### config.mk
export PLATFORM = sky130hd
export DESIGN_NAME = grid_trip_ctrl
export DESIGN_NICKNAME = d
export VERILOG_FILES = /design/src/rtl/gtc_pkg.sv /design/src/rtl/gtc_window.sv /design/src/rtl/gtc_timer.sv /design/src/rtl/gtc_fault_enc.sv /design/src/rtl/grid_trip_ctrl.sv
export SDC_FILE = /design/constraint.sdc
export NUM_CORES = 1
export LEC_CHECK = 0
export BUFFER_PORTS_ARGS = -buffer_cell sky130_fd_sc_hd__buf_4
export CORE_AREA = 2 2 87 89
export CTS_BUF_LIST = sky130_fd_sc_hd__clkbuf_8
export CTS_CLUSTER_DIAMETER = 150
export CTS_CLUSTER_SIZE = 16
export DETAILED_ROUTE_END_ITERATION = 16
export DIE_AREA = 0 0 89 91
export HOLD_SLACK_MARGIN = 0.08
export PLACE_DENSITY = 0.79
export REMOVE_ABC_BUFFERS = 1
export SLEW_MARGIN = 20
export SYNTH_ARGS = -nofsm -noshare
export SYNTH_HDL_FRONTEND = slang
export SYNTH_SLANG_ARGS = --single-unit
### constraint.sdc
create_clock -name clk -period 2.6 [get_ports clk]
set_clock_uncertainty 0.1 [all_clocks]
set_input_delay 0.13 -clock clk [delete_from_list [all_inputs] [get_ports clk]]
set_output_delay 0.13 -clock clk [all_outputs]
set_load 0.01 [all_outputs]
### src/rtl/gtc_pkg.sv
package gtc_pkg;
    localparam int CODE_W = 10;
    typedef logic [CODE_W-1:0] code_t;

    localparam code_t CODE_NONE   = 10'd0;
    localparam code_t CODE_VOLT   = 10'd103;
    localparam code_t CODE_FREQ   = 10'd104;
    localparam code_t CODE_PLL    = 10'd201;
    localparam code_t CODE_RELAY  = 10'd505;
    localparam code_t CODE_GLOBAL = 10'd900;

    typedef enum logic {
        ST_CLOSED = 1'b0,
        ST_OPEN   = 1'b1
    } link_st_e;

    typedef struct packed {
        logic relay;
        logic glob;
        logic pll;
        logic freq;
        logic volt;
    } trip_src_t;
endpackage

### src/rtl/gtc_window.sv
// Scaled window comparator: flags a value strictly above or below its limits.
module gtc_window #(
    parameter int unsigned W      = 16,
    parameter int unsigned SCALE  = 1,
    parameter int unsigned LO_LIM = 0,
    parameter int unsigned HI_LIM = 1
) (
    input  logic [W-1:0] val,
    output logic         above,
    output logic         below
);
    localparam int unsigned PW = W + $clog2(SCALE + 1);

    logic [PW-1:0] scaled;

    always_comb begin
        scaled = PW'(val) * PW'(SCALE);
        above  = scaled > PW'(HI_LIM);
        below  = scaled < PW'(LO_LIM);
    end
endmodule

### src/rtl/gtc_timer.sv
// Tick counter that saturates at LIMIT; done marks a full window.
module gtc_timer #(
    parameter int unsigned LIMIT = 150
) (
    input  logic clk,
    input  logic rst_n,
    input  logic clr,
    input  logic tick,
    output logic done
);
    localparam int unsigned CW = $clog2(LIMIT + 1);
    localparam logic [CW-1:0] LIM = CW'(LIMIT);

    logic [CW-1:0] cnt_d, cnt_q;

    always_comb begin
        cnt_d = cnt_q;
        if (clr) begin
            cnt_d = '0;
        end else if (tick && (cnt_q != LIM)) begin
            cnt_d = cnt_q + 1'b1;
        end
    end

    always_ff @(posedge clk or negedge rst_n) begin
        if (!rst_n) begin
            cnt_q <= '0;
        end else begin
            cnt_q <= cnt_d;
        end
    end

    assign done = (cnt_q == LIM);
endmodule

### src/rtl/gtc_fault_enc.sv
// Priority encoder from active trip sources to a fault code.
module gtc_fault_enc
    import gtc_pkg::*;
(
    input  trip_src_t src,
    output code_t     code,
    output logic      any
);
    always_comb begin
        any = |src;
        if (src.relay) begin
            code = CODE_RELAY;
        end else if (src.glob) begin
            code = CODE_GLOBAL;
        end else if (src.pll) begin
            code = CODE_PLL;
        end else if (src.freq) begin
            code = CODE_FREQ;
        end else if (src.volt) begin
            code = CODE_VOLT;
        end else begin
            code = CODE_NONE;
        end
    end
endmodule

### src/rtl/grid_trip_ctrl.sv
module grid_trip_ctrl
    import gtc_pkg::*;
#(
    parameter int unsigned VW       = 16,
    parameter int unsigned VFRAC    = 12,
    parameter int unsigned FW       = 17,
    parameter int unsigned V_OV_PCT = 110,
    parameter int unsigned V_UV_PCT = 88,
    parameter int unsigned F_OV_MHZ = 60500,
    parameter int unsigned F_UV_MHZ = 59300,
    parameter int unsigned HOLD_MS  = 300000,
    parameter int unsigned RELAY_MS = 150
) (
    input  logic              clk,
    input  logic              rst_n,
    input  logic [VW-1:0]     volt_ratio,
    input  logic [FW-1:0]     freq_mhz,
    input  logic              pll_lock,
    input  logic              relay_fb_closed,
    input  logic              global_trip,
    input  logic              tick_1ms,
    output logic              relay_close,
    output logic              trip_irq,
    output logic [CODE_W-1:0] fault_code,
    output logic              st_open
);
    localparam int unsigned V_HI_LIM = V_OV_PCT << VFRAC;
    localparam int unsigned V_LO_LIM = V_UV_PCT << VFRAC;

    typedef struct packed {
        link_st_e st;
        code_t    code;
        logic     irq;
    } ctl_t;

    ctl_t      c_d, c_q;
    trip_src_t src;
    code_t     enc_code;
    logic      any_trip;
    logic      v_hi, v_lo, f_hi, f_lo;
    logic      hold_done, rly_done;
    logic      hold_clr, rly_clr;

    gtc_window #(
        .W(VW), .SCALE(100), .LO_LIM(V_LO_LIM), .HI_LIM(V_HI_LIM)
    ) u_volt_win (
        .val(volt_ratio), .above(v_hi), .below(v_lo)
    );

    gtc_window #(
        .W(FW), .SCALE(1), .LO_LIM(F_UV_MHZ), .HI_LIM(F_OV_MHZ)
    ) u_freq_win (
        .val(freq_mhz), .above(f_hi), .below(f_lo)
    );

    always_comb begin
        src.volt  = v_hi | v_lo;
        src.freq  = f_hi | f_lo;
        src.pll   = ~pll_lock;
        src.glob  = global_trip;
        src.relay = (c_q.st == ST_OPEN) && rly_done && relay_fb_closed;
    end

    gtc_fault_enc u_enc (
        .src(src), .code(enc_code), .any(any_trip)
    );

    assign hold_clr = (c_q.st == ST_CLOSED) || any_trip;
    assign rly_clr  = (c_q.st == ST_CLOSED);

    gtc_timer #(.LIMIT(HOLD_MS)) u_hold (
        .clk(clk), .rst_n(rst_n), .clr(hold_clr), .tick(tick_1ms), .done(hold_done)
    );

    gtc_timer #(.LIMIT(RELAY_MS)) u_rly (
        .clk(clk), .rst_n(rst_n), .clr(rly_clr), .tick(tick_1ms), .done(rly_done)
    );

    always_comb begin
        c_d     = c_q;
        c_d.irq = 1'b0;
        unique case (c_q.st)
            ST_CLOSED: begin
                if (any_trip) begin
                    c_d.st   = ST_OPEN;
                    c_d.irq  = 1'b1;
                    c_d.code = enc_code;
                end
            end
            ST_OPEN: begin
                if (src.relay) begin
                    c_d.code = CODE_RELAY;
                end else if (any_trip) begin
                    if (c_q.code == CODE_NONE) begin
                        c_d.code = enc_code;
                    end
                end else if (hold_done) begin
                    c_d.st   = ST_CLOSED;
                    c_d.code = CODE_NONE;
                end
            end
            default: c_d = c_q;
        endcase
    end

    always_ff @(posedge clk or negedge rst_n) begin
        if (!rst_n) begin
            c_q <= '{st: ST_OPEN, code: CODE_NONE, irq: 1'b0};
        end else begin
            c_q <= c_d;
        end
    end

    assign relay_close = (c_q.st == ST_CLOSED);
    assign st_open     = (c_q.st == ST_OPEN);
    assign trip_irq    = c_q.irq;
    assign fault_code  = c_q.code;
endmodule

# After elaboration in Yosys (flattened, before gate mapping)
# Cells that the tools add are included.
dict set report word_totals {
  register_bits 39
  input_bits 39
  wordCells 51
}
dict set report classes {
  addsub 2
  n_mul 1
  magnitude_cmp 4
  n_eq_ne 8
  mux 18
  bitwise 4
  reduce_logical 9
}
# cell count
set op_table {}
lappend op_table {{10-bit 2-to-1 mux} 7}
lappend op_table {{19-bit 2-to-1 mux} 2}
lappend op_table {{23-bit by 19-bit > comparator with 1-bit output, second input constant} 1}
lappend op_table {{23-bit by 19-bit < comparator with 1-bit output, second input constant} 1}
lappend op_table {{11-bit one-hot mux with 2 select lines} 1}
lappend op_table {{16-bit by 5-bit multiplier with 21-bit output, second input constant} 1}
lappend op_table {{19-bit by 1-bit adder with 19-bit output, second input constant} 1}
lappend op_table {{19-bit equality test, second input constant} 1}
lappend op_table {{19-bit inequality test, second input constant} 1}
lappend op_table {{17-bit by 16-bit > comparator with 1-bit output, second input constant} 1}
lappend op_table {{17-bit by 16-bit < comparator with 1-bit output, second input constant} 1}
lappend op_table {{8-bit 2-to-1 mux} 2}
lappend op_table {{12-bit 2-to-1 mux} 1}
lappend op_table {{11-bit 2-to-1 mux} 1}
lappend op_table {{10-bit zero test} 1}
lappend op_table {{8-bit by 1-bit adder with 8-bit output, second input constant} 1}
lappend op_table {{8-bit equality test, second input constant} 1}
lappend op_table {{8-bit inequality test, second input constant} 1}
lappend op_table {{7-bit 2-to-1 mux} 1}
lappend op_table {{5-bit OR reduction} 1}
lappend op_table {{1-bit logical AND} 4}
lappend op_table {{2-bit by 1-bit inequality test with 1-bit output, second input constant} 2}
lappend op_table {{4-bit by 2-bit inequality test with 1-bit output, second input constant} 1}
lappend op_table {{4-bit by 3-bit inequality test with 1-bit output, second input constant} 1}
lappend op_table {{other kinds (6)} 10}

# Depth between registers and ports, before layout
dict set report depth {
  depth_word 12
  mapped_depth 17
  depth_no_buf 15
}

# Hierarchy
# Synthesis repeated with hierarchy kept, for this count alone.
dict set report hier_totals {
  cells_unflattened 462
  area_unflattened_um2 4112.7
}
# mod n_inst cells_per_inst area_each_um2
set modules_own_cells {}
lappend modules_own_cells {{gtc_window (u_volt_win)} 1 221 1846.8}
lappend modules_own_cells {{gtc_timer (u_hold)} 1 101 985.9}
lappend modules_own_cells {grid_trip_ctrl 1 58 589.3}
lappend modules_own_cells {{gtc_timer (u_rly)} 1 47 481.7}
lappend modules_own_cells {{gtc_window (u_freq_win)} 1 18 108.9}
lappend modules_own_cells {gtc_fault_enc 1 17 100.1}

# Worst setup path after synthesis
# Ideal clock, no wire load.
dict set report synth_path {
  path_type {in2reg}
  start {input volt_ratio[6]}
  end {register c_q (netlist bit fault_code[5])}
  setup_ns 0.111
  arrival_time_ns 4.048
  required_ns 2.389
  slack_ns -1.659
  cell_stages 16
  path_buffers 1
  cell_sequence {ha_1 ha_1 inv_1 fa_1 inv_1 ha_1 clkbuf_1 a2111o_1 a21o_1 nand3_1 a21oi_1 xor2_1 or4_4 nor3_4 mux2_4 a222oi_1}
}
dict set report synth_via {
  elab_chain_len 12
  word_cells_on_any_way 19
  classes_between {mul (1); order compare (2); eq/ne (3); mux (10); bitwise (1); reduce/logical (2)}
}
# item line_no
set synth_lines {}
lappend synth_lines {{start, declared} grid_trip_ctrl.sv:16} ;# input logic [VW-1:0] volt_ratio,
lappend synth_lines {{16-bit by 5-bit multiplier with 21-bit output (*)} gtc_window.sv:17} ;# scaled = PW'(val) * PW'(SCALE);
lappend synth_lines {{23-bit by 19-bit > comparator with 1-bit output or 23-bit by 19-bit < comparator with 1-bit output (tied branches)} {gtc_window.sv:18, gtc_window.sv:19}}
lappend synth_lines {{1-bit bitwise OR (*)} grid_trip_ctrl.sv:57} ;# src.volt = v_hi | v_lo;
lappend synth_lines {{7-bit 2-to-1 mux} gtc_fault_enc.sv:19} ;# end else if (src.volt) begin
lappend synth_lines {{10-bit 2-to-1 mux} gtc_fault_enc.sv:17} ;# end else if (src.freq) begin
lappend synth_lines {{10-bit 2-to-1 mux} gtc_fault_enc.sv:15} ;# end else if (src.pll) begin
lappend synth_lines {{10-bit 2-to-1 mux} gtc_fault_enc.sv:13} ;# end else if (src.glob) begin
lappend synth_lines {{10-bit 2-to-1 mux} gtc_fault_enc.sv:11} ;# if (src.relay) begin
lappend synth_lines {{10-bit 2-to-1 mux} grid_trip_ctrl.sv:94} ;# if (c_q.code == CODE_NONE) begin
lappend synth_lines {{10-bit 2-to-1 mux} grid_trip_ctrl.sv:93} ;# end else if (any_trip) begin
lappend synth_lines {{10-bit 2-to-1 mux} grid_trip_ctrl.sv:91} ;# if (src.relay) begin
lappend synth_lines {{11-bit one-hot mux with 2 select lines} grid_trip_ctrl.sv:82} ;# unique case (c_q.st)
lappend synth_lines {{end signal, assigned} grid_trip_ctrl.sv:108} ;# c_q <= '{st: ST_OPEN, code: CODE_NONE, irq: 1'b0};
lappend synth_lines {{end, declared} grid_trip_ctrl.sv:36} ;# ctl_t c_d, c_q;
# Mark *: on every way between the ends. The rest lies on a longest branch, timed or not. The select of a mux whose other input is x is not followed.
# A chain may end at the register's enable or synchronous reset.

# Worst setup path in the final report
dict set report layout_path {
  start {input volt_ratio[5]}
  end {register c_q (netlist bit fault_code[5])}
}
# Same word-level chain as after synthesis.

==> run metrics <==
status finished, violations left; failing checks setup timing; CTS Buffer Depth 2; setup TNS -35940 ps; Yosys top cell area share 24.8%; Synth Cell Area 3830 sq um; Num CTS Buffers 5; Worst Hold Class primary input to flop; Worst EP required 2690 ps; adder-cell share of the synthesized area 24.7%; top post-synthesis cells by area dfrtp_1 25%, ha_1 19%, inv_1 6.0%; Setup WS post-layout -1290 ps; Finished Layout Cells 671; Synth cell types 62; initial antenna violation count 0; register area share after synthesis 25.5%; Root Buffer clkbuf_8; RSZ-0062 raised after global routing yes; CP max stage delay 560 ps; GP Congestion 0.888; Post-synth ARST share 100%; Placed Cells 644; xor and xnor area share after synthesis 8.00%; crit path DAT 3980 ps; most frequent CP cell ha_4; CTS clk-pin slew, worst paths 80 ps; cell row count 31; mux share of post-synthesis cell area 1.96%; nature of the critical path startpoint primary input; Diodes inserted 0; ratio of cells with drive above 1 in the final layout 41.6%; CTS sink count 39; Synth Register Bits 39; largest net degree at the start of global routing 40; design area 5700 sq um; kind of cell adding the most delay to the critical path simple AND/OR/NAND/NOR gates; Post-DP HPWL 7140 microns; Fin. Hold Viols 0; Synth Area in Compound Gates 12.6%; final net count 679; cell taking the most area after synthesis dfrtp_1; Mean Syn Cell Area 8.83 sq um; Primary FF master, synth dfrtp_1; CP max FO 5; mean routed wirelength per cell 17.3 microns; Total Die Area 8100 sq um; number of synthesized flops with an enable pin 0; Simple-Gate Fraction of Synth Area 20.5%; CTS tree done; Layout area overhead 48.8%; worst ir drop on vdd 0.000298 V; PwrDens 536 nW/um^2; vias in the first global route 3913; Routed Antenna Nets 0; first-pass GRT wire length 17800 microns; number of port buffers 51; endpoints failing setup 31; Post-Route WL 11600 microns; Avg Vias per Cell 5.70; CP Cell Sequence buf_8 > ha_4 > ha_4 > inv_2 > fa_1 > inv_2 > ha_4 > or4_4 > a21oi_4 > nor4_4 > o21ai_1 > nand3_1 > or4_4 > nor3_4 > mux2_4 > a222oi_1; Cells after Synth 434; htree depth 2; 1st-iter DRT viols 148; via count 3822; Tmin final 3890 ps; Syn. warnings 0; Die Span Y 91 microns; P_leak 2.70 nW; area of the core 7140 sq um; largest family of logic cells by synthesized area adder cells; DP Area 4790 sq um; Slew HR 61.1%; Max Cap Viol 0; gr ovfl total 0; CP Buf/Inv Count 3; Post-route DRC 0; die width 89 microns; worst-skew pair later-pin latency 300 ps; DRT Pass-1 Iters 5; worst-margin pin slew 584 ps; FMAX 0.257 GHz; CP max-delay cell or4_4; Setup crit end kind flop; critical path class primary input to flop; All-Layer GR Usage 27.4%; starting density of the core 53.7%; Ports 52; final max-slew violation count 0; Final period util 150%
## cells in the final DEF, fill, tap and decap left out, drive strengths merged, types with 4 or more instances in the layout
cell type / n
nand3: 14
nor3b: 5
nor2: 44
a21oi: 18
a31oi: 4
nand4b: 5
ha: 58
inv: 64
buf: 128
o21ai: 13
fa: 11
or2: 6
o21a: 4
dfrtp: 38
nand4: 9
and3: 12
xnor2: 16
xor2: 19
clkbuf: 5
nand2: 32
nor4: 5
nor3: 6
a21o: 7
## layout make-up
type                       count  area (sq um)
fill                         452          1440
clock buffer                   5          68.8
multi-input combinational    332          3220
inverter                      62           233
tap                           99           124
sequential                    39           977
timing repair buffer         131          1060
clock inverter                 3          12.5
## cells in the mapped netlist (3+ instances only)
cell type / instances
a21o_1: 6
a21oi_1: 18
a31oi_1: 3
and3_1: 10
dfrtp_1: 38
fa_1: 11
ha_1: 58
inv_1: 61
mux2_4: 3
mux2i_1: 3
nand2_1: 28
nand3_1: 14
nand4_1: 9
nand4b_1: 5
nor2_1: 44
nor3_1: 5
nor3b_1: 5
nor4_1: 5
o21a_1: 4
o21ai_0: 12
or2_2: 6
xnor2_1: 16
xor2_1: 19
## worst reg2reg max path, cell delays in order, from the launching register on
cell and delay, ps:
dfrtp_1 380, inv_1 60, ha_1 190, nor4b_1 140
buf_4 150, nand3_1 120, nand2_1 120, or2_2 340
nor3_4 240, mux2_4 370, a222oi_1 340
## per-stage QoR
stage / util, % / setup slack [ps] / hold WS, ps / power, mW
2_1_floorplan: - / -1660 / -266 / 1.58
3_3_place_gp: 67.2 / -1720 / 20.8 / 2.12
3_5_place_dp: 67.2 / -1770 / 22.2 / 2.18
4_1_cts: 75.8 / -1190 / 167 / 2.84
5_1_grt: 79.9 / -1370 / 233 / 3.23
6_report: 79.9 / -1290 / 222 / 3.05
## logic make-up (layout without fill, tap and decap cells)
group	count (synthesis)	count (layout)
AOI/OAI and AO/OA	69	69
xor gates and xnor gates	35	35
adders and majority gates	69	69
buffers and inverters	66	201
DFF	39	39
muxes	6	6
and+or+nand+nor	150	153
## power by group
group	total, mW	switching (mW)	internal [mW]
combinational	1.93	0.953	0.978
clock	0.397	0.216	0.181
sequential	0.725	0.0601	0.665
## final timing paths
check / startpoint / to / slack (ps) / cells after the start
min in group asynchronous: rst_n / fault_code[5] / 240 / 2
worst min-delay path: tick_1ms / u_rly.cnt_q[4] / 220 / 4
worst max-delay path: volt_ratio[5] / fault_code[5] / -1290 / 16
worst min register to register: fault_code[4] / fault_code[4] / 430 / 1
worst max register to register: u_rly.cnt_q[0] / fault_code[5] / -30 / 10
max in group asynchronous: rst_n / st_open / 1820 / 2
## layer usage
layer  global-route usage [%]  up-vias  wire, microns
li1                         -     1777              -
met1                     30.5     1859           4440
met2                     50.3      144           6280
met3                     3.27       42            471
met4                     12.6        0            444
met5                        0        -              0
## timing repair
item	CTS	global route
gates resized for setup	75	51
setup buffers	8	6
gates cloned	0	3
pin swaps	39	21
setup endpoints to repair	31	31
hold endpoints to repair	42	0
hold buffers	3	0
## registers in the layout (all words and copies together), names as in the netlist
signal and cells:
st_open 1, fault_code 10, u_hold.cnt_q 19, trip_irq 1, u_rly.cnt_q 8
Power figures use the tool's default switching activity.
